`src/rtl/rtc_rx_pkg.sv`:
```
`timescale 1ns/1ps
package rtc_rx_pkg;

    parameter int RTC_FRAME_BITS = 67;
    parameter int RTC_BIT_CYCLES = 2;
    parameter int RTC_WORD_BITS  = 22;

    typedef enum logic {
        RX_IDLE = 1'b0,
        RX_RECV = 1'b1
    } rx_state_e;

    // Per-cycle control decided by the frame sequencer
    typedef struct packed {
        logic restart;   // new frame accepted this cycle
        logic sample;    // take ser_bit this cycle
        logic done;      // this sample is the final bit of the frame
    } frame_ctl_t;

    function automatic int cnt_width(input int n);
        return (n <= 2) ? 1 : $clog2(n);
    endfunction

endpackage

```
`src/rtl/rtc_bit_timer.sv`:
```
`timescale 1ns/1ps
module rtc_bit_timer
    import rtc_rx_pkg::*;
#(
    parameter int BIT_CYCLES = RTC_BIT_CYCLES
) (
    input  logic clk,
    input  logic rst,
    input  logic restart,
    input  logic run,
    output logic tick
);
    localparam int PW = cnt_width(BIT_CYCLES);
    localparam logic [PW-1:0] LAST_PH  = PW'(BIT_CYCLES - 1);
    localparam logic [PW-1:0] AFTER_FS = PW'(1);

    logic [PW-1:0] phase_q;

    // phase_q holds the phase of the current cycle within its bit period;
    // the frame-start cycle itself is phase 0, so the next one is phase 1
    always_ff @(posedge clk) begin
        if (rst) begin
            phase_q <= '0;
        end else if (restart) begin
            phase_q <= AFTER_FS;
        end else if (run) begin
            phase_q <= (phase_q == LAST_PH) ? '0 : phase_q + 1'b1;
        end
    end

    assign tick = run && (phase_q == LAST_PH);

endmodule

```
`src/rtl/rtc_frame_seq.sv`:
```
`timescale 1ns/1ps
module rtc_frame_seq
    import rtc_rx_pkg::*;
#(
    parameter int FRAME_BITS = RTC_FRAME_BITS,
    parameter int IDX_W      = cnt_width(FRAME_BITS)
) (
    input  logic             clk,
    input  logic             rst,
    input  logic             mode_en,
    input  logic             frame_start,
    input  logic             tick,
    output logic             active,
    output frame_ctl_t       ctl,
    output logic [IDX_W-1:0] bit_idx
);
    localparam logic [IDX_W-1:0] LAST_IDX = IDX_W'(FRAME_BITS - 1);

    rx_state_e        state_q;
    logic [IDX_W-1:0] idx_q;

    assign active  = (state_q == RX_RECV);
    assign bit_idx = idx_q;

    // A frame start always wins over sampling, so a restart on the
    // final sampling cycle discards the frame.
    always_comb begin
        ctl.restart = mode_en && frame_start;
        ctl.sample  = mode_en && active && tick && !frame_start;
        ctl.done    = ctl.sample && (idx_q == LAST_IDX);
    end

    always_ff @(posedge clk) begin
        if (rst) begin
            state_q <= RX_IDLE;
            idx_q   <= '0;
        end else if (!mode_en) begin
            state_q <= RX_IDLE;
            idx_q   <= '0;
        end else if (ctl.restart) begin
            state_q <= RX_RECV;
            idx_q   <= '0;
        end else if (ctl.sample) begin
            if (ctl.done) begin
                state_q <= RX_IDLE;
                idx_q   <= '0;
            end else begin
                idx_q   <= idx_q + 1'b1;
            end
        end
    end

endmodule

```
`src/rtl/rtc_word_capture.sv`:
```
`timescale 1ns/1ps
module rtc_word_capture
    import rtc_rx_pkg::*;
#(
    parameter int WORD_BITS = RTC_WORD_BITS,
    parameter int IDX_W     = cnt_width(RTC_FRAME_BITS)
) (
    input  logic                 clk,
    input  logic                 rst,
    input  frame_ctl_t           ctl,
    input  logic [IDX_W-1:0]     bit_idx,
    input  logic                 ser_bit,
    output logic [WORD_BITS-1:0] freq_word,
    output logic                 freq_valid
);
    logic [WORD_BITS-1:0] stage_q;
    logic [WORD_BITS-1:0] stage_next;

    // Each sampled bit goes straight to its own position; bits past the
    // word width match no lane and are dropped
    generate
        for (genvar i = 0; i < WORD_BITS; i++) begin : g_lane
            always_comb begin
                stage_next[i] = stage_q[i];
                if (ctl.sample && bit_idx == IDX_W'(i)) begin
                    stage_next[i] = ser_bit;
                end
            end
        end
    endgenerate

    always_ff @(posedge clk) begin
        if (rst) begin
            stage_q    <= '0;
            freq_word  <= '0;
            freq_valid <= 1'b0;
        end else begin
            freq_valid <= ctl.done;
            if (ctl.restart) begin
                stage_q <= '0;
            end else if (ctl.sample) begin
                stage_q <= stage_next;
            end
            if (ctl.done) begin
                freq_word <= stage_next;
            end
        end
    end

endmodule

```
`src/rtl/rtc_stream_rx.sv`:
```
`timescale 1ns/1ps
module rtc_stream_rx
    import rtc_rx_pkg::*;
#(
    parameter int FRAME_BITS = RTC_FRAME_BITS,
    parameter int BIT_CYCLES = RTC_BIT_CYCLES,
    parameter int WORD_BITS  = RTC_WORD_BITS
) (
    input  logic                 clk,
    input  logic                 rst,
    input  logic                 mode_en,
    input  logic                 ser_bit,
    input  logic                 frame_start,
    output logic [WORD_BITS-1:0] freq_word,
    output logic                 freq_valid
);
    localparam int IDX_W = cnt_width(FRAME_BITS);

    logic             active;
    logic             tick;
    frame_ctl_t       ctl;
    logic [IDX_W-1:0] bit_idx;

    rtc_bit_timer #(
        .BIT_CYCLES (BIT_CYCLES)
    ) u_timer (
        .clk     (clk),
        .rst     (rst),
        .restart (ctl.restart),
        .run     (active && mode_en),
        .tick    (tick)
    );

    rtc_frame_seq #(
        .FRAME_BITS (FRAME_BITS),
        .IDX_W      (IDX_W)
    ) u_seq (
        .clk         (clk),
        .rst         (rst),
        .mode_en     (mode_en),
        .frame_start (frame_start),
        .tick        (tick),
        .active      (active),
        .ctl         (ctl),
        .bit_idx     (bit_idx)
    );

    rtc_word_capture #(
        .WORD_BITS (WORD_BITS),
        .IDX_W     (IDX_W)
    ) u_cap (
        .clk        (clk),
        .rst        (rst),
        .ctl        (ctl),
        .bit_idx    (bit_idx),
        .ser_bit    (ser_bit),
        .freq_word  (freq_word),
        .freq_valid (freq_valid)
    );

endmodule

```
`config.mk`:
```
export PLATFORM = sky130hd
export DESIGN_NAME = rtc_stream_rx
export DESIGN_NICKNAME = d
export VERILOG_FILES = /design/src/rtl/rtc_rx_pkg.sv /design/src/rtl/rtc_bit_timer.sv /design/src/rtl/rtc_frame_seq.sv /design/src/rtl/rtc_word_capture.sv /design/src/rtl/rtc_stream_rx.sv
export SDC_FILE = /design/constraint.sdc
export NUM_CORES = 1
export LEC_CHECK = 0
export BUFFER_PORTS_ARGS = -buffer_cell sky130_fd_sc_hd__buf_2
export CAP_MARGIN = 20
export CORE_ASPECT_RATIO = 1.5
export CORE_MARGIN = 2
export CORE_UTILIZATION = 38
export CTS_BUF_LIST = sky130_fd_sc_hd__clkbuf_16
export DETAILED_ROUTE_END_ITERATION = 8
export GPL_ROUTABILITY_DRIVEN = 0
export PLACE_DENSITY_LB_ADDON = 0.3
export REMOVE_ABC_BUFFERS = 1
export SLEW_MARGIN = 20
export SYNTH_ARGS = -nofsm -noshare
export SYNTH_HDL_FRONTEND = slang
export SYNTH_SLANG_ARGS = --single-unit
```
`constraint.sdc`:
```
create_clock -name clk -period 4.4 [get_ports clk]
set_input_delay 0.44 -clock clk [delete_from_list [all_inputs] [get_ports clk]]
set_output_delay 0.44 -clock clk [all_outputs]
set_load 0.01 [all_outputs]
```
Word-level counts from Yosys, hierarchy flattened
Cells that the tools add are included.
W data, S select, Z words.
{ "totals": {"reg_bits": 54, "latchBits": 0, "ramBits": 0, "mem_bits_ro": 0, "out_inout_bits": 23, "word_cells": 97, "mem_count": 0} }
{ "classes": {"n_addsub": 2, "n_mul": 0, "div": 0, "n_lt_le_gt_ge": 0, "eq_ne": 22, "shifts": 0, "mux": 29, "bitwise_logic": 1, "reduce_logical": 37} }
{ "ops": {"columns": ["operator", "n"], "rows": [
  ["$eq A7 B4 Y1 const B", 8],
  ["$eq A7 B5 Y1 const B", 6],
  ["$eq A7 B3 Y1 const B", 4],
  ["$logic_and A1 B1 Y1", 28],
  ["$mux W1", 28],
  ["$eq A7 B2 Y1 const B", 2],
  ["$add A7 B1 Y7 const B", 1],
  ["$eq A7 B1 Y1 const B", 1],
  ["$eq A7 B7 Y1 const B", 1],
  ["$logic_not A7 Y1", 1],
  ["$mux W7", 1],
  ["$reduce_bool A2 Y1", 3],
  ["$reduce_or A2 Y1", 2],
  ["$reduce_or A3 Y1", 1],
  ["$reduce_and A2 Y1", 1],
  ["$add A1 B1 Y1 const B", 1],
  ["$logic_not A1 Y1", 1],
  ["$not A1 Y1", 1]
]} }

Longest topological paths before layout
{ "logic_depth": {"depth_word": 8, "depth_mapped": 7, "mapped_depth_nobuf": 5} }

Cells and area by module
A second synthesis with hierarchy kept.
{ "hier_totals": {"cells_unflattened": 276, "area_unflattened_um2": 2590.0} }
{ "modules_own_cells": {"columns": ["module", "instances", "cells_per_inst", "area_each_um2"], "rows": [
  ["rtc_word_capture", 1, 219, 2070.7],
  ["rtc_frame_seq", 1, 51, 467.9],
  ["rtc_bit_timer", 1, 5, 45.0],
  ["rtc_stream_rx", 1, 1, 6.3]
]} }

Worst setup path before layout
OpenSTA, ideal clock, no wires.
{ "synth_timing": {"kind": "register to register", "startpoint": "register u_seq.idx_q[0] (netlist: u_seq.bit_idx[0])", "endpoint": "register u_cap.freq_valid", "setup_time_ns": 0.114, "arrival_time_ns": 1.444, "required_ns": 4.286, "setup_slack_ns": 2.842, "stages_incl_launch_ff": 8, "n_path_buf": 2, "period_less_slack_ns": 1.558, "cell_sequence": "dfxtp_1 -> inv_1 -> ha_1 -> nor3b_2 -> and4_4 -> buf_6 -> buf_6 -> and2b_1"} }
{ "synth_between": {"elab_chain_len": 2} }
{ "synth_rtl": {"columns": ["element", "line_no", "text"], "rows": [
  ["start: declaration", "rtc_frame_seq.sv:20", "logic [IDX_W-1:0] idx_q;"],
  ["start signal: assignment", "rtc_frame_seq.sv:48", "idx_q <= idx_q + 1'b1;"],
  ["$eq A7 B7 Y1", "rtc_frame_seq.sv:30", "ctl.done = ctl.sample && (idx_q == LAST_IDX);"],
  ["$logic_and A1 B1 Y1", "rtc_frame_seq.sv:30", null],
  ["end signal: assignment", "rtc_word_capture.sv:38", "freq_valid <= ctl.done;"],
  ["end: declaration", "rtc_word_capture.sv:14", "output logic freq_valid"]
]} }
No other way between the ends.
A chain may end at the register's enable or synchronous reset.

Worst setup path after layout
{ "layout_timing": {"startpoint": "register u_seq.state_q (netlist: u_seq.active)", "endpoint": "register u_cap.freq_word[3]"} }
{ "layout_between": {"elab_chain_len": 6} }
{ "layout_rtl": {"columns": ["element", "line_no", "text"], "rows": [
  ["start: declaration", "rtc_frame_seq.sv:19", "rx_state_e state_q;"],
  ["start signal: assignment", "rtc_frame_seq.sv:35", "state_q <= RX_IDLE;"],
  ["start signal: assignment", "rtc_frame_seq.sv:38", "state_q <= RX_IDLE;"],
  ["start signal: assignment", "rtc_frame_seq.sv:41", "state_q <= RX_RECV;"],
  ["$logic_and A1 B1 Y1 *", "rtc_frame_seq.sv:29, rtc_stream_rx.sv:30", null],
  ["$logic_and A1 B1 Y1", "rtc_bit_timer.sv:31", "assign tick = run && (phase_q == LAST_PH);"],
  ["$logic_and A1 B1 Y1 * (2 in series)", "rtc_frame_seq.sv:29", "ctl.sample = mode_en && active && tick && !frame_start;"],
  ["$logic_and A1 B1 Y1", "rtc_word_capture.sv:25", "if (ctl.sample && bit_idx == IDX_W'(i)) begin"],
  ["$mux W1", "rtc_word_capture.sv:25", null],
  ["end signal: assignment", "rtc_word_capture.sv:45", "freq_word <= stage_next;"],
  ["end: declaration", "rtc_word_capture.sv:13", "output logic [WORD_BITS-1:0] freq_word,"]
]} }
Every way passes the cells marked *; elsewhere a longest branch is shown, timed or not.

==> run summary <==
Status: complete, no violations
Maximum vdd drop: 0.1533 mV
PD cells: 339.7 nW/um^2
Lkg Pwr: 1.117 nW
Layout Skew: 0.003234 ns
Post_cts resized: 0
TritonCTS clock tree: built
R2r setup slk: 2.13 ns
Hold-fix buffers, CTS: 0
Slew headroom: 0.4092
CP max stage delay: 0.78 ns
RSZ-0062 raised after global routing: no
Top delay family on crit path: simple AND/OR/NAND/NOR gates
Register area share after synthesis: 0.4250
Worst Hold End: u_seq.active
Hold WC Path Type: in -> reg
Clock power frac: 0.462
Core Area: 6486 sq um
Non-filler cells, final: 352
Reg-to-Reg End: u_cap.freq_word[3]
Crit start category: flop
Largest net degree at the start of global routing: 50
DRC violations left: 0
H-Tree Depth: 2
Most frequent cells in the layout: dfxtp_1, mux2i_1, nand2b_1
Reg power frac: 0.511
Hold Path Origin: frame_start
Row cnt: 36
Yosys reg bits: 54
Final Max Slew Viols: 0
Critical path endpoint category: flop
Number of distinct library cells after synthesis: 36
Synth Warn #: 0
IO Count: 28
Drt first-iter violations: 71
R2R Path Start: u_seq.active
Synth Instances: 260
WP data required: 4.61 ns
Fin nets: 284
Layout cells sized above 1: 0.1812
Sw Ratio: 0.1993
HPWL after DPL: 2999 um
CP Depth: 3
Clock Tree Buf Depth: 2
Arrival @ worst endpoint: 2.48 ns
Max Cap Viol: 0
Clock insertion delay at the later pin of the skew report: 0.29 ns
First-pass GRT wire length: 7728 um
Actual slew at the worst max-slew pin: 0.8814 ns
Setup TNS: 0 ns
Die W: 70.80 um
Post-Syn Area: 2544 sq um
Int Pwr: 0.0007698 W
Cells along the critical path: and4b_1 -> and4_4 -> mux2i_1
Num CTS Buffers: 5
Synth Area per Inst: 9.783 sq um
Die footprint: 7378 sq um
CTS root buf: clkbuf_16
Via count: 1782
Drt first pass iters: 4
Vias in the first global route: 1765
Crit Path Max Fanout: 30
Placed cell count: 344
ANT cells: 0
Worst reg2reg path depth: 3
Die Span Y: 104.2 um
Total track usage: 0.1259
CTS clock-pin slew for the worst setup and hold paths: 0.07 ns
Gate power share: 0.027
Hold Crit Depth: 3
Sink Count: 54
Via density: 5.063
Critical path class: reg -> reg
Post-CTS setup buffer count: 0
Detailed Route WL: 4377 um
Commonest non-fill, non-tap cell in the layout: dfxtp_1
Slowest cell on the critical path: and4b_1
Routed WL per cell: 12.43 um
CP Buf/Inv Count: 0
Fin crit period: 2.268 ns
Switching power: 0.0001916 W
Routed Antenna Nets: 0
Total grt overflow: 0
Fmax: 440.9 MHz
Initial core utilization: 0.3922
Hold Vio Cnt, Final: 0
Setup violators final: 0
Final period util: 0.5155
Area growth, synth to finish: 11.26%
Initial antenna violation count: 0
Number of buffers added on ports: 27
[per-layer routing]
metal / global-route usage / wire, um / part of all wire
met5: 0 / 0 / 0
met4: 0.05660 / 86 / 0.020
met3: 0.02519 / 139 / 0.032
met2: 0.2216 / 2179 / 0.50
met1: 0.1434 / 1972 / 0.45
[synth_stat cells (all sizes together)]
cell type | instances | area [sq um]
or3b | 1 | 8.760
inv | 4 | 15.01
a21oi | 1 | 5.000
clkbuf | 10 | 38.78
nor2 | 2 | 7.510
nand2 | 26 | 97.59
a31oi | 2 | 12.51
xnor2 | 1 | 8.760
ha | 4 | 50.05
nand3 | 4 | 20.02
o21ai | 5 | 25.02
nor3b | 2 | 20.02
or4 | 1 | 11.26
mux2i | 45 | 450.4
and2 | 1 | 6.260
nor4 | 1 | 6.260
nand2b | 44 | 275.3
nor3 | 4 | 35.03
and4b | 1 | 10.01
or3 | 3 | 22.52
nand4 | 21 | 131.4
o31ai | 1 | 7.510
a211oi | 5 | 57.56
and2b | 1 | 7.510
nand4b | 1 | 15.01
or2 | 1 | 6.260
dfxtp | 54 | 1081
and4 | 1 | 11.26
nor2b | 3 | 18.77
buf | 10 | 81.32
[registers in the layout, indices dropped and copies added (netlist names)]
name and count:
u_cap.freq_valid 1, u_cap.freq_word 22, u_cap.stage_q 22, u_seq.active 1
u_seq.bit_idx 7, u_timer.phase_q 1
[stage by stage]
| stage | area, sq um | utilization | worst slack [ns] | power [W] | hold slack [ns] |
|---|---|---|---|---|---|
| finish | 2830 | 0.4363 | 2.132 | 0.0009614 | 0.4089 |
| global route | 2830 | 0.4363 | 1.974 | 0.0009912 | 0.4306 |
| CTS | 2830 | 0.4363 | 2.114 | 0.0009748 | 0.4091 |
| detailed placement | 2661 | 0.4103 | 1.906 | 0.0005297 | 0.4523 |
| global placement | 2661 | 0.4103 | 2.006 | 0.0005293 | 0.4461 |
| floorplan | 2424 | - | 2.231 | 0.0005176 | 0.4389 |
[layout make-up]
type,instances,area [sq um]
clock buffers,5,125.1
clock inverters,3,43.79
fillers,674,3656
inverters,4,15.01
multi-input cells,182,1328
flip-flops and latches,54,1081
well taps,76,95.09
repair buffers,28,142.6
[worst max path at each step]
stage / startpoint / to / slack [ns]
floorplan: frame_start / u_cap.stage_q[0] / 2.23
global placement: frame_start / u_cap.freq_word[8] / 2.01
detailed placement: frame_start / u_cap.freq_word[3] / 1.91
CTS: u_seq.active / u_cap.freq_word[3] / 2.11
global route: u_seq.active / u_cap.freq_word[19] / 1.97
finish: u_seq.active / u_cap.freq_word[3] / 2.13
[kinds of logic (layout without fill, tap and decap cells)]
group / count (synthesis) / count (layout) / synth area share
DFF: 54 / 54 / 0.4250
AOI/OAI and AO/OA: 14 / 14 / 0.04230
and+or+nand+nor: 118 / 118 / 0.2794
xor gates and xnor gates: 1 / 1 / 0.003444
adders and majority gates: 4 / 4 / 0.01968
muxes: 45 / 45 / 0.1771
buffers and inverters: 24 / 40 / 0.05312
[worst min-delay path, cell delays in order]
cell     delay (ns)
buf_2          0.11
nand2_1        0.05
o21ai_1        0.06
[power by group through the flow]
stage | Clock [W] | Sequential, W | Combinational [W]
after floorplan | 0 | 0.000502 | 0.0000154
after global placement | 0 | 0.000502 | 0.0000268
after detailed placement | 0 | 0.000502 | 0.0000273
after CTS | 0.000457 | 0.000491 | 0.0000271
after global routing | 0.000471 | 0.000491 | 0.0000293
final | 0.000444 | 0.000491 | 0.0000261
(Power assumes the default switching activity.)
